## config.mk

```make
export PLATFORM = sky130hd
export DESIGN_NAME = xs3_serial_conv
export DESIGN_NICKNAME = d
export VERILOG_FILES = /design/src/rtl/xs3_pkg.sv /design/src/rtl/xs3_next_state.sv /design/src/rtl/xs3_out_logic.sv /design/src/rtl/xs3_serial_conv.sv
export SDC_FILE = /design/constraint.sdc
export NUM_CORES = 1
export LEC_CHECK = 0
export ABC_CLOCK_PERIOD_IN_PS = 1010
export BUFFER_PORTS_ARGS = -buffer_cell sky130_fd_sc_hd__buf_2
export CORE_AREA = 2 2 39 41
export DETAILED_ROUTE_END_ITERATION = 8
export DIE_AREA = 0 0 41 43
export SLEW_MARGIN = 20
export SYNTH_ARGS = -nofsm -noshare
export SYNTH_HDL_FRONTEND = slang
export SYNTH_SLANG_ARGS = --single-unit
export TNS_END_PERCENT = 20
```

## constraint.sdc

```tcl
create_clock -name clk -period 1.01 [get_ports clk]
set_clock_uncertainty 0.1 [all_clocks]
set_input_delay 0 -clock clk [delete_from_list [all_inputs] [get_ports clk]]
set_output_delay 0 -clock clk [all_outputs]
set_load 0.03 [all_outputs]
```

## src/rtl/xs3_pkg.sv

```systemverilog
`timescale 1ns/1ps
package xs3_pkg;

    localparam int STATE_W = 3;

    typedef enum logic [STATE_W-1:0] {
        ST_B0    = 3'd0,
        ST_B1_C0 = 3'd1,
        ST_B1_C1 = 3'd2,
        ST_B2_C0 = 3'd3,
        ST_B2_C1 = 3'd4,
        ST_B3_C0 = 3'd5,
        ST_B3_C1 = 3'd6
    } xs3_state_e;

    // Bit position (0..3) the machine expects next in a given state.
    function automatic logic [1:0] bit_pos(input xs3_state_e s);
        logic [1:0] p;
        unique case (s)
            ST_B0:              p = 2'd0;
            ST_B1_C0, ST_B1_C1: p = 2'd1;
            ST_B2_C0, ST_B2_C1: p = 2'd2;
            ST_B3_C0, ST_B3_C1: p = 2'd3;
            default:            p = 2'd0;
        endcase
        return p;
    endfunction

endpackage

```

## src/rtl/xs3_next_state.sv

```systemverilog
`timescale 1ns/1ps
module xs3_next_state
    import xs3_pkg::*;
(
    input  xs3_state_e state_q,
    input  logic       x_in,
    output xs3_state_e state_d
);

    always_comb begin
        unique case (state_q)
            // bit 0: add 1, carry out equals x
            ST_B0:    state_d = x_in ? ST_B1_C1 : ST_B1_C0;
            // bit 1: add 1 plus carry
            ST_B1_C0: state_d = x_in ? ST_B2_C1 : ST_B2_C0;
            ST_B1_C1: state_d = ST_B2_C1;
            // bit 2: add only carry
            ST_B2_C0: state_d = ST_B3_C0;
            ST_B2_C1: state_d = x_in ? ST_B3_C1 : ST_B3_C0;
            // bit 3: carry out is dropped, framing restarts
            ST_B3_C0: state_d = ST_B0;
            ST_B3_C1: state_d = ST_B0;
            default:  state_d = ST_B0;
        endcase
    end

endmodule

```

## src/rtl/xs3_out_logic.sv

```systemverilog
`timescale 1ns/1ps
module xs3_out_logic
    import xs3_pkg::*;
(
    input  xs3_state_e state_q,
    input  logic       x_in,
    output logic       z_out
);

    always_comb begin
        unique case (state_q)
            ST_B0:    z_out = ~x_in;   // x + 1
            ST_B1_C0: z_out = ~x_in;   // x + 1 + 0
            ST_B1_C1: z_out =  x_in;   // x + 1 + 1
            ST_B2_C0: z_out =  x_in;   // x + 0
            ST_B2_C1: z_out = ~x_in;   // x + 1
            ST_B3_C0: z_out =  x_in;
            ST_B3_C1: z_out = ~x_in;
            default:  z_out = ~x_in;   // treated as start state
        endcase
    end

endmodule

```

## src/rtl/xs3_serial_conv.sv

```systemverilog
`timescale 1ns/1ps
module xs3_serial_conv
    import xs3_pkg::*;
(
    input  logic clk,
    input  logic rst,
    input  logic x_in,
    output logic z_out
);

    xs3_state_e state_q;
    xs3_state_e state_d;

    xs3_next_state u_next (
        .state_q (state_q),
        .x_in    (x_in),
        .state_d (state_d)
    );

    xs3_out_logic u_out (
        .state_q (state_q),
        .x_in    (x_in),
        .z_out   (z_out)
    );

    always_ff @(posedge clk) begin
        if (rst) begin
            state_q <= ST_B0;
        end else begin
            state_q <= state_d;
        end
    end

endmodule

```

==> summary.md <==
| Metric | Value |
|---|---|
| Slowest cell on crit path | `dfxtp_2` |
| RR Startpoint | `state_q[1]` |
| Final setup fails | `1` |
| Period minus WS final | `~1200 ps` |
| Top cells by count, synth | `dfxtp_1, nor2_1` |
| Synth Cell Area | `about 150 sq um` |
| WP buf/inv | `1` |
| Std cell rows | `14` |
| Nets | `34` |
| Final design utilization | `0.197` |
| CTS H-tree lvls | `1` |
| Synth warn | `0` |
| Slew Limit Fails | `0` |
| Top reg by flops | `state_q` |
| Core Area | `roughly 1400 sq um` |
| DR iter-0 viols | `3` |
| PwrDens | `between 1500 and 2000 nW/um^2` |
| Final setup margin | `-174 ps` |
| Hold Path Origin | `x_in` |
| Critical-path cell list | `nand3b_1, o21ai_2, xnor2_2, buf_6` |
| Largest net degree at the start of global routing | `6` |
| Port Buf Inserts | `3` |
| DRC | `0` |
| Critical path class | `flop to output port` |
| Drt total wl | `about 360 um` |
| DRT antenna net count | `0` |
| RSZ-0062 raised after global routing | `yes` |
| P&R area growth vs syn | `87.9%` |
| Max_slew headroom | `0.887` |
| CP Launch Point | `state_q[1]` |
| Library cells used by synthesis | `14` |
| Tcrit/Tclk final | `1.17` |
| Critical Path AT | `approximately 1100 ps` |
| Placed cells | `39` |
| Worst-path clk slew | `40 ps` |
| Setup TNS | `-174 ps` |
| Status | `finished, violations left` |
| Slowest stage delay, CP | `between 300 and 400 ps` |
| Finished Layout Cells | `46` |
| Diodes inserted | `0` |
| First-pass DRT Iterations | `4` |
| Most common flop cell mapped by yosys | `dfxtp_1` |
| GRT Total Usage | `0.0591` |
| Vias per cell | `around 3.9` |
| CTS tree | `built` |
| CTS buffer count | `3` |
| Synthesized flop and latch total | `3` |
| IO Pins | `4` |
| Critical-path maximum fanout | `3` |
| Synth async-reset ratio | `0` |
| Post-synthesis sequential area ratio | `0.414` |
| Vias | `181` |
| Syn Inst Count | `17` |
| Crit start category | `flop` |
| Dominant cells by area after synthesis | `dfxtp_1, mux2i_1, o21ai_2, xnor2_1, a211oi_1` |
| Initial Util | `0.105` |
| Max Root-Sink Buffers | `2` |
| EDFF count, synth | `0` |
| MaxCap Viol Count | `0` |
| Max FFs per register | `3` |
| Die height | `43 um` |
| Vias in the first global route | `approximately 160` |
| Full die area | `1760 sq um` |
| Share of Yosys cell area claimed by the top area cell type | `0.414` |
| Leading registers by flop count | `state_q (3)` |
| Die width | `41 um` |
| Post-Syn Nets | `20` |
| Number of hold violations in the final report | `0` |
| Cell with the most instances after synthesis | `dfxtp_1` |
| Critical path endpoint category | `output port` |
| CTS root buf | `clkbuf_4` |
| F_max | `between 800 and 900 MHz` |
| Clock sink total | `3` |
| Worst VDD drop | `between 0.0002 and 0.00025 V` |
| Hold Path Class | `input pin to flop` |
| GR Overflow Total | `0` |
| Fraction of layout cells with a size suffix above 1 | `0.467` |
| First-pass GRT wire length | `roughly 630 um` |
| Mean Syn Cell Area | `8.54 sq um` |
| Worst-margin pin slew | `approximately 170 ps` |
| Clk_lat worst skew | `230 ps` |
| Post-synth top area cell | `dfxtp_1` |
| Worst path required time | `910 ps` |
| Place WS | `-4.28 ps` |
| P_leak | `0.113 nW` |
| Initial antenna violation count | `0` |
| Failing checks | `setup timing` |
| CP top delay family | `flip-flops` |
| Routed WL per cell | `roughly 7.8 um` |
| GP Congestion | `0.649` |
-- layout make-up --
| type | instances | area [sq um] |
|---|---|---|
| Inverter | 1 | 3.75 |
| Multi-Input combinational cell | 13 | 88.8 |
| Timing Repair Buffer | 9 | 71.3 |
| Sequential cell | 3 | 62.6 |
| Tap cell | 16 | 20.0 |
| Clock buffer | 4 | 26.3 |
| Fill cell | 157 | 1110 |
-- path summary, 6_finish.rpt --
kind / slack, ps / end / depth (start not counted)
worst max-delay path: -170 / z_out / 4
worst min-delay path: 30 / state_q[1] / 3
worst max register to register: 50 / state_q[0] / 4
worst min register to register: 420 / state_q[1] / 2
-- logic make-up (layout without fill, tap and decap cells) --
group	count (synthesis)	in the layout	synth area share
multiplexers	1	1	0.0690
flip-flops	3	3	0.414
XOR/XNOR	1	1	0.0604
AO/OA/AOI/OAI	5	5	0.233
buffers and inverters	1	14	0.0258
AND/OR/NAND/NOR	6	6	0.198
-- per-stage QoR --
stage	area, sq um	hold slack (ps)	power, mW
after floorplan	153	-23.2	0.204
after CTS	264	24.9	0.482
after global routing	273	63.7	0.513
after global placement	210	124	0.242
after detailed placement	210	131	0.243
final	273	34.1	0.474
-- layout by cell type, fill, tap and decap left out --
| cell type | n |
|---|---|
| buf_6 | 1 |
| buf_2 | 2 |
| nor3_1 | 1 |
| a211oi_1 | 1 |
| o31ai_1 | 1 |
| nand3b_1 | 1 |
| inv_1 | 1 |
| dlygate4sd3_1 | 2 |
| nand3_1 | 1 |
| nand2_1 | 1 |
| mux2i_1 | 1 |
| dfxtp_1 | 1 |
| o21ai_0 | 1 |
| xnor2_2 | 1 |
| clkbuf_4 | 3 |
| a21oi_1 | 1 |
| buf_4 | 4 |
| o21ai_2 | 1 |
| clkbuf_1 | 1 |
| dfxtp_2 | 2 |
| nor2_1 | 2 |
-- worst register-to-register path, stage by stage (launching register included) --
cell and delay, ps:
dfxtp_2 330, inv_1 60, buf_4 140, o21ai_0 150, a211oi_1 60
-- routing by layer --
| layer | global-route usage | wire length (um) |
|---|---|---|
| met5 | 0 | 0 |
| met1 | 0.0607 | 147 |
| met3 | 0.0471 | 45 |
| met4 | 0.0600 | 0 |
| met2 | 0.0688 | 164 |
-- where the power goes --
| part | internal [mW] | switching, mW |
|---|---|---|
| combinational | 0.0647 | 0.0565 |
| sequential | 0.134 | 0.00949 |
| clock | 0.148 | 0.0619 |
-- what timing repair did --
action,CTS,global route
endpoints found under the hold margin,3,0
setup endpoints to repair,1,2
pin swaps,0,2
hold buffers,2,0
setup buffers,0,1
gates resized for setup,3,1
(Power assumes the default switching activity.)
